<file path="src/rtl/burst_ram_pkg.sv">
package burst_ram_pkg;

  typedef enum logic [2:0] {
    SLP_AWAKE = 3'd0,
    SLP_DOZE  = 3'd1,
    SLP_DOWN  = 3'd2,
    SLP_WAKE1 = 3'd3,
    SLP_WAKE2 = 3'd4
  } slp_state_e;

endpackage

</file>
<file path="src/rtl/burst_ram_rst_sync.sv">
module burst_ram_rst_sync (
  input  logic clk,
  input  logic arst_n,
  output logic rst_sn
);

  logic stage1_q;
  logic stage2_q;

  always_ff @(posedge clk or negedge arst_n) begin
    if (!arst_n) begin
      stage1_q <= 1'b0;
      stage2_q <= 1'b0;
    end else begin
      stage1_q <= 1'b1;
      stage2_q <= stage1_q;
    end
  end

  assign rst_sn = stage2_q;

endmodule

</file>
<file path="src/rtl/burst_ram_sleep_ctl.sv">
module burst_ram_sleep_ctl
  import burst_ram_pkg::*;
(
  input  logic clk,
  input  logic rst_n,
  input  logic sleep_i,
  input  logic start_i,
  output logic pdn_o,
  output logic perr_o
);

  slp_state_e state_q;
  slp_state_e state_d;
  logic       perr_q;
  logic       perr_d;
  logic       in_wake;

  assign in_wake = (state_q == SLP_WAKE1) || (state_q == SLP_WAKE2);

  always_comb begin
    state_d = state_q;
    unique case (state_q)
      SLP_AWAKE: state_d = sleep_i ? SLP_DOZE  : SLP_AWAKE;
      SLP_DOZE:  state_d = sleep_i ? SLP_DOWN  : SLP_AWAKE;
      SLP_DOWN:  state_d = sleep_i ? SLP_DOWN  : SLP_WAKE1;
      SLP_WAKE1: state_d = sleep_i ? SLP_DOWN  : SLP_WAKE2;
      SLP_WAKE2: state_d = sleep_i ? SLP_DOWN  : SLP_AWAKE;
      default:   state_d = SLP_AWAKE;
    endcase
  end

  assign perr_d = in_wake && start_i;

  always_ff @(posedge clk or negedge rst_n) begin
    if (!rst_n) begin
      state_q <= SLP_AWAKE;
      perr_q  <= 1'b0;
    end else begin
      state_q <= state_d;
      perr_q  <= perr_d;
    end
  end

  assign pdn_o  = (state_q == SLP_DOWN) || in_wake;
  assign perr_o = perr_q;

endmodule

</file>
<file path="src/rtl/burst_ram_lane.sv">
module burst_ram_lane #(
  parameter int ADDR_W = 6,
  parameter int LANE_W = 9
) (
  input  logic              clk,
  input  logic              wr_en,
  input  logic [ADDR_W-1:0] wr_addr,
  input  logic [LANE_W-1:0] wr_data,
  input  logic [ADDR_W-1:0] rd_addr,
  output logic [LANE_W-1:0] rd_data
);

  localparam int DEPTH = 1 << ADDR_W;

  logic [LANE_W-1:0] cells_q [DEPTH];
  logic              fwd_hit;

  // Array is not reset: contents survive reset and sleep alike.
  always_ff @(posedge clk) begin
    if (wr_en) begin
      cells_q[wr_addr] <= wr_data;
    end
  end

  // A lane still held in the data-in register is newer than the array.
  assign fwd_hit = wr_en && (wr_addr == rd_addr);
  assign rd_data = fwd_hit ? wr_data : cells_q[rd_addr];

endmodule

</file>
<file path="src/rtl/burst_ram_rdpipe.sv">
module burst_ram_rdpipe #(
  parameter int WORD_W = 36
) (
  input  logic              clk,
  input  logic              rst_n,
  input  logic              cap_i,
  input  logic [WORD_W-1:0] word_i,
  output logic [WORD_W-1:0] dout_o,
  output logic              vld_o
);

  logic [WORD_W-1:0] stg1_q;
  logic [WORD_W-1:0] stg1_d;
  logic [WORD_W-1:0] stg2_q;
  logic [WORD_W-1:0] stg2_d;
  logic              v1_q;
  logic              v2_q;

  always_comb begin
    stg1_d = stg1_q;
    if (cap_i) begin
      stg1_d = word_i;
    end
    stg2_d = stg2_q;
    if (v1_q) begin
      stg2_d = stg1_q;
    end
  end

  always_ff @(posedge clk or negedge rst_n) begin
    if (!rst_n) begin
      stg1_q <= '0;
      stg2_q <= '0;
      v1_q   <= 1'b0;
      v2_q   <= 1'b0;
    end else begin
      stg1_q <= stg1_d;
      stg2_q <= stg2_d;
      v1_q   <= cap_i;
      v2_q   <= v1_q;
    end
  end

  assign dout_o = stg2_q;
  assign vld_o  = v2_q;

endmodule

</file>
<file path="src/rtl/burst_ram_datapath.sv">
module burst_ram_datapath #(
  parameter int ADDR_W = 6,
  parameter int LANES  = 4,
  parameter int LANE_W = 9
) (
  input  logic                    clk,
  input  logic                    rst_n,
  input  logic [ADDR_W-1:0]       addr_i,
  input  logic [LANES-1:0]        lane_we_i,
  input  logic [LANES*LANE_W-1:0] wdata_i,
  input  logic                    rd_vld_i,
  input  logic                    start_i,
  input  logic                    oe_n_i,
  input  logic                    sleep_i,
  output logic [LANES*LANE_W-1:0] dq_o,
  output logic                    dq_oe_o,
  output logic                    powered_dn_o,
  output logic                    proto_err_o
);

  localparam int WORD_W = LANES * LANE_W;

  logic              rst_sn;
  logic              pdn;
  logic              wr_go;
  logic              rd_go;

  logic              pend_vld_q;
  logic [LANES-1:0]  pend_lanes_q;
  logic [LANES-1:0]  pend_lanes_d;
  logic [ADDR_W-1:0] pend_addr_q;
  logic [ADDR_W-1:0] pend_addr_d;
  logic [WORD_W-1:0] pend_data_q;
  logic [WORD_W-1:0] pend_data_d;

  logic [WORD_W-1:0] rd_word;
  logic [WORD_W-1:0] pipe_dout;
  logic              pipe_vld;

  burst_ram_rst_sync u_rst_sync (
    .clk    (clk),
    .arst_n (rst_n),
    .rst_sn (rst_sn)
  );

  burst_ram_sleep_ctl u_sleep (
    .clk     (clk),
    .rst_n   (rst_sn),
    .sleep_i (sleep_i),
    .start_i (start_i),
    .pdn_o   (pdn),
    .perr_o  (proto_err_o)
  );

  // Writes take priority over a read in the same cycle; nothing runs while down.
  assign wr_go = (|lane_we_i) && !pdn;
  assign rd_go = rd_vld_i && !wr_go && !pdn;

  always_comb begin
    pend_lanes_d = pend_lanes_q;
    pend_addr_d  = pend_addr_q;
    pend_data_d  = pend_data_q;
    if (wr_go) begin
      pend_lanes_d = lane_we_i;
      pend_addr_d  = addr_i;
      pend_data_d  = wdata_i;
    end
  end

  always_ff @(posedge clk or negedge rst_sn) begin
    if (!rst_sn) begin
      pend_vld_q   <= 1'b0;
      pend_lanes_q <= '0;
      pend_addr_q  <= '0;
      pend_data_q  <= '0;
    end else begin
      pend_vld_q   <= wr_go;
      pend_lanes_q <= pend_lanes_d;
      pend_addr_q  <= pend_addr_d;
      pend_data_q  <= pend_data_d;
    end
  end

  for (genvar k = 0; k < LANES; k++) begin : g_lane
    burst_ram_lane #(
      .ADDR_W (ADDR_W),
      .LANE_W (LANE_W)
    ) u_lane (
      .clk     (clk),
      .wr_en   (pend_vld_q && pend_lanes_q[k]),
      .wr_addr (pend_addr_q),
      .wr_data (pend_data_q[k*LANE_W +: LANE_W]),
      .rd_addr (addr_i),
      .rd_data (rd_word[k*LANE_W +: LANE_W])
    );
  end

  burst_ram_rdpipe #(
    .WORD_W (WORD_W)
  ) u_rdpipe (
    .clk    (clk),
    .rst_n  (rst_sn),
    .cap_i  (rd_go),
    .word_i (rd_word),
    .dout_o (pipe_dout),
    .vld_o  (pipe_vld)
  );

  assign dq_o         = pipe_dout;
  assign dq_oe_o      = !oe_n_i && pipe_vld && !pend_vld_q && !pdn;
  assign powered_dn_o = pdn;

endmodule

</file>
<file path="config.mk">
export PLATFORM = sky130hd
export DESIGN_NAME = burst_ram_datapath
export DESIGN_NICKNAME = d
export VERILOG_FILES = /design/src/rtl/burst_ram_pkg.sv /design/src/rtl/burst_ram_rst_sync.sv /design/src/rtl/burst_ram_sleep_ctl.sv /design/src/rtl/burst_ram_lane.sv /design/src/rtl/burst_ram_rdpipe.sv /design/src/rtl/burst_ram_datapath.sv
export SDC_FILE = /design/constraint.sdc
export NUM_CORES = 2
export LEC_CHECK = 0
export ABC_AREA = 1
export CAP_MARGIN = 20
export CORE_MARGIN = 10
export CORE_UTILIZATION = 45
export DETAILED_ROUTE_END_ITERATION = 7
export DONT_BUFFER_PORTS = 1
export PLACE_DENSITY_LB_ADDON = 0.25
export SYNTH_ARGS = -nofsm -noshare
export SYNTH_HDL_FRONTEND = slang
export SYNTH_HIERARCHICAL = 1
export SYNTH_SLANG_ARGS = --single-unit
</file>
<file path="constraint.sdc">
create_clock -name clk -period 5.5 [get_ports clk]
set_input_delay 1.65 -clock clk [delete_from_list [all_inputs] [get_ports clk]]
set_output_delay 1.65 -clock clk [all_outputs]
set_load 0.1 [all_outputs]
</file>
Word-level counts from Yosys, hierarchy flattened
Memory sizes are Yosys's and may differ from the RTL's. A register that Yosys moved wholly into a read port is not among the register bits.
Cells that the tools add are included.
- $add $sub $neg: 0
- multipliers: 0
- divide/modulo/power cells: 0
- $lt $le $gt $ge: 0
- equality and inequality tests: 4
- shifts and indexed selects: 0
- multiplexer cells: 13
- bitwise logic cells: 0
- reduce and logical (&&, ||, !) cells: 24
- operators by type and width (operator ; number):
    $pmux 3 s4 ; 1
    $logic_and 1x1->1 ; 11
    $mux 1 ; 10
    $logic_not 1->1 ; 8
    $eq 3x2->1 const B ; 2
    $reduce_or 4->1 ; 1
    $eq 3x1->1 const B ; 1
    $eq 3x3->1 const B ; 1
    $logic_not 3->1 ; 1
    $mux 3 ; 1
    $logic_or 1x1->1 ; 2
    $mux 2 ; 1
    $reduce_or 2->1 ; 1
- flip-flop bits (word level): 91
- bits in latches: 0
- RAM bits: 2304
- bits in read-only memories: 0
- input port bits: 52
- output and inout bits: 39
- logic and storage cells: 56
- memories kept: 4
- memories (name ; words ; width ; read ports ; clocked after memory_dff ; write ports ; RTL line ; text):
    g_lane[0].u_lane.cells_q ; 64 ; 9 ; 1 ; 1 ; 1 ; burst_ram_lane.sv:15 ; logic [LANE_W-1:0] cells_q [DEPTH];
    g_lane[1].u_lane.cells_q ; 64 ; 9 ; 1 ; 1 ; 1 ; burst_ram_lane.sv:15 ;
    g_lane[2].u_lane.cells_q ; 64 ; 9 ; 1 ; 1 ; 1 ; burst_ram_lane.sv:15 ;
    g_lane[3].u_lane.cells_q ; 64 ; 9 ; 1 ; 1 ; 1 ; burst_ram_lane.sv:15 ;

Longest topological paths before layout
- word-level depth: 8
- mapped depth: 17
- gate-level depth less buffers: 13

Hierarchy
The synthesis kept the hierarchy.
- by module, submodules not included (module ; times used ; cells each ; area each (um2) ; seq. area each (um2)):
    burst_ram_lane ; 4 ; 2018 ; 23586.4 ; 17296.6
    burst_ram_rdpipe ; 1 ; 306 ; 2839.0 ; 1851.8
    burst_ram_datapath ; 1 ; 218 ; 1954.4 ; 1176.1
    burst_ram_sleep_ctl ; 1 ; 25 ; 193.9 ; 100.1
    burst_ram_rst_sync ; 1 ; 3 ; 53.8 ; 50.0

Worst setup path before layout
OpenSTA, ideal clock, no wires.
- path type: input to output
- start: input oe_n_i
- end: output dq_oe_o
- arrival time: 3.748 ns
- required time: 3.850 ns
- setup slack: 0.102 ns
- stages: 3
- path buffers: 0
- path through: inv_1 -> nand2_1 -> nor3_1
- longest elaborated chain between the ends: 4
- RTL lines (element ; RTL line ; text):
    from (decl) ; burst_ram_datapath.sv:13 ; input logic oe_n_i,
    $logic_not 1->1 ; burst_ram_datapath.sv:110 ; assign dq_oe_o = !oe_n_i && pipe_vld && !pend_vld_q && !pdn;
    $logic_and 1x1->1 (3 in a row) ; burst_ram_datapath.sv:110 ;
    to (decl) ; burst_ram_datapath.sv:16 ; output logic dq_oe_o,
Every way passes these cells.

==> results.cfg <==
[synth]
synth_top_area_share_pct = 69.61
synth_fp_nets = 8676
syn_area_per_cell_um2 = 11.52
ys_seq_area_share_pct = 72.81
synth_cell_type_count = 30
ys_seq_elements = 2431
synthCells = 8624
netlist_area_um2 = 99390
synth_area_leaders = edfxtp_1, nand2_1, nand3_1
yosys_warnings = 6
yosysTopAreaCell = edfxtp_1

[layout]
layout_common_cells = nand2_1, edfxtp_1, nand3_1, clkbuf_16, nor2_1
area_growth_pct = 10.17
fin_nets = 8514
fin_area_um2 = 109500
layout-drive-gt1-share_pct = 6.631
fillers = 19100
layout_commonest_cell = nand2_1
fin_cells = 11630

[global_routing]
grt_antenna_before_repair = 3
grt_pass1_wl_um = 398600
grt_usage_pct = 21.23
grt_pass1_vias = 62330
grt_max_degree = 1158
grt_overflow = 0

[timing]
maxSlewViolCount = 264
worst_pin_slew_ps = 2075
timing.final.crit_share_pct = 95.83
max_clock_freq_ghz = 0.1897
setup-tns-final_ps = 0
hold_ws_ps = 348.9
fin_skew_ps = 27.79
hold_viol = 0
setup_viol = 0
slew_headroom_pct = -38.31
fin_crit_ps = 5271
rsz0062_at_grt = no

[worst_setup_path]
crit_arrival_ps = 6040
worstReg2RegStart = pend_addr_q[1]
critPathKind = in2reg
crit_path_max_incr_delay_ps = 610
critPathSlowestCell = buf_16
cp_top_family = buffers and inverters
path_buf_inv = 4
crit_path_end_kind = register
ff2ff_setup_slack_ps = 1690
cp-startpoint = addr_i[0]
cpMostUsedCell = nand2_1
critPathMaxFanout = 316
crit_path_cell_trace = buf_16, buf_16, inv_8, buf_4, nand2_1, nand3_1, nand3_1, nand3_1, nand2_1, nand2_1, nand3_1, nand2_1, nand2_1, nand2_1, nand2_1, nand2_1
required_ps = 6270
cp-start-kind = input port

[detailed_routing]
drt-initial-drc-count = 7305
wl_per_cell_um = 22.67
num_vias = 65150
drcViolationCount = 0
first_pass_iters = 8
vias_per_cell = 5.601
routed_wl_um = 263700
drt.antenna.violating_nets = 0

[die]
start_util_pct = 45.23
io_pins = 91
dieArea_um2 = 240100
core_area_um2 = 219700
core.rowCount = 172
die_w_um = 490.0
die_h_um = 490.0

[clock_network]
cts.repair.resized = 0
root_buffer = clkbuf_16
cts_buffers = 239
clk_latency_ps = 880
htreeDepth = 4
tritoncts = yes
cts.repair_timing.setup_buffer_count = 0
clockBufferDepth = 3
cts.sinks = 2431
ctsHoldBuffers = 0
path_clk_slew_ps = 60

[power_and_ir_drop]
power_density_nw_per_um2 = 436.6
p_total_uw = 47810
max-vdd-ir-drop_v = 0.0003378
p_leak_uw = 0.03942

[run_status]
violations = max-slew violations
outcome = complete, but fails checks

[min_path]
min_from = u_rst_sync/stage1_q
hp-class = reg2reg

[place]
gp_congestion = 0.8240
dp_hpwl_um = 140300
place_inst = 11170
io_buffer_count = 0
placed_area_um2 = 101700

[run]
maxCapViolCount = 0
==> logic make-up (layout without fill, tap and decap cells) <==
kind of cell	after synthesis	after routing	share of synthesized area (%)
AO/OA/AOI/OAI	14	14	0.1272
XOR/XNOR	4	4	0.03525
buffers and inverters	598	646	3.031
flip-flops	2431	2431	72.81
other	1	3	0.003773
AND/OR/NAND/NOR	5576	5576	23.99
==> where the power goes <==
group	internal [µW]	leakage [µW]	switching, µW
sequential	23600	0.0224	1440
combinational	1060	0.0132	5740
clock	9110	0.00377	6880
total	33700	0.0394	14100
==> synth_stat cells <==
cell type     n
nand2_4       2
a21boi_1      1
o211ai_1      4
clkinv_1     12
inv_6         1
buf_4        28
inv_8         1
buf_2       245
o21ai_0       4
clkbuf_1    115
xor2_1        4
edfxtp_1   2304
inv_2        21
o21ai_2       1
buf_1       101
buf_12        2
nand4_1      40
nand2_1    3112
nor4_1       32
nand2_2       8
nor3_1        6
conb_1        1
buf_8         1
buf_6        40
nor2_2        3
nand3_1    2145
inv_1        31
nor2_1      228
a221oi_2      4
dfrtp_1     127
==> flip-flops by register name (all words and copies together) (netlist names) <==
| name | count |
|---|---|
| u_rdpipe/v1_q | 1 |
| u_sleep/state_q | 3 |
| u_sleep/perr_o | 1 |
| pend_vld_q | 1 |
| u_rst_sync/rst_sn | 1 |
| u_rdpipe/stg1_q | 36 |
| pend_lanes_q | 4 |
| u_rdpipe/dout_o | 36 |
| u_rdpipe/vld_o | 1 |
| pend_addr_q | 6 |
| g_lane.u_lane/cells_q | 2304 |
| u_rst_sync/stage1_q | 1 |
| pend_data_q | 36 |
==> layout make-up <==
type | count | area, µm² | share of cell area [%]
sequential | 2431 | 72420 | 66.14
multi-input combinational | 5595 | 24120 | 22.03
clock buffer | 329 | 6698 | 6.117
tap | 2958 | 3701 | 3.380
timing repair buffer | 129 | 1297 | 1.185
clock inverter | 122 | 953.4 | 0.8707
inverter | 66 | 301.5 | 0.2754
antenna | 2 | 5.005 | 0.004571
==> per-stage QoR <==
| stage | setup WS (ps) | util [%] |
|---|---|---|
| finish | 229.1 | 49.83 |
| global route | 782.9 | 49.83 |
| CTS | 841.0 | 49.76 |
| detailed placement | 788.6 | 46.28 |
| global placement | 851.4 | 46.26 |
| floorplan | 102.1 | - |
==> path summary, 6_finish.rpt <==
kind,end,cells past startpoint
min reg2reg,u_rst_sync/rst_sn,0
max reg2reg,g_lane[2].u_lane/cells_q[62][0],3
min,u_rst_sync/rst_sn,0
min in group asynchronous,u_sleep/state_q[2],0
max in group asynchronous,pend_data_q[12],1
max,u_rdpipe/stg1_q[19],16
==> routing by layer <==
layer / wire (µm) / part of all wire, % / GRT usage (%)
met1: 110100 / 42 / 29.36
met2: 126300 / 48 / 34.38
met3: 18320 / 6.9 / 2.998
met4: 9019 / 3.4 / 7.534
met5: 0 / 0 / 0
==> worst register-to-register path: cells and delay by family, from the launching register on <==
kind	cells	cell delay (ps)
buffers and inverters	1	430
flip-flops	1	940
AND/OR/NAND/NOR	2	2060
(Power assumes the default switching activity.)
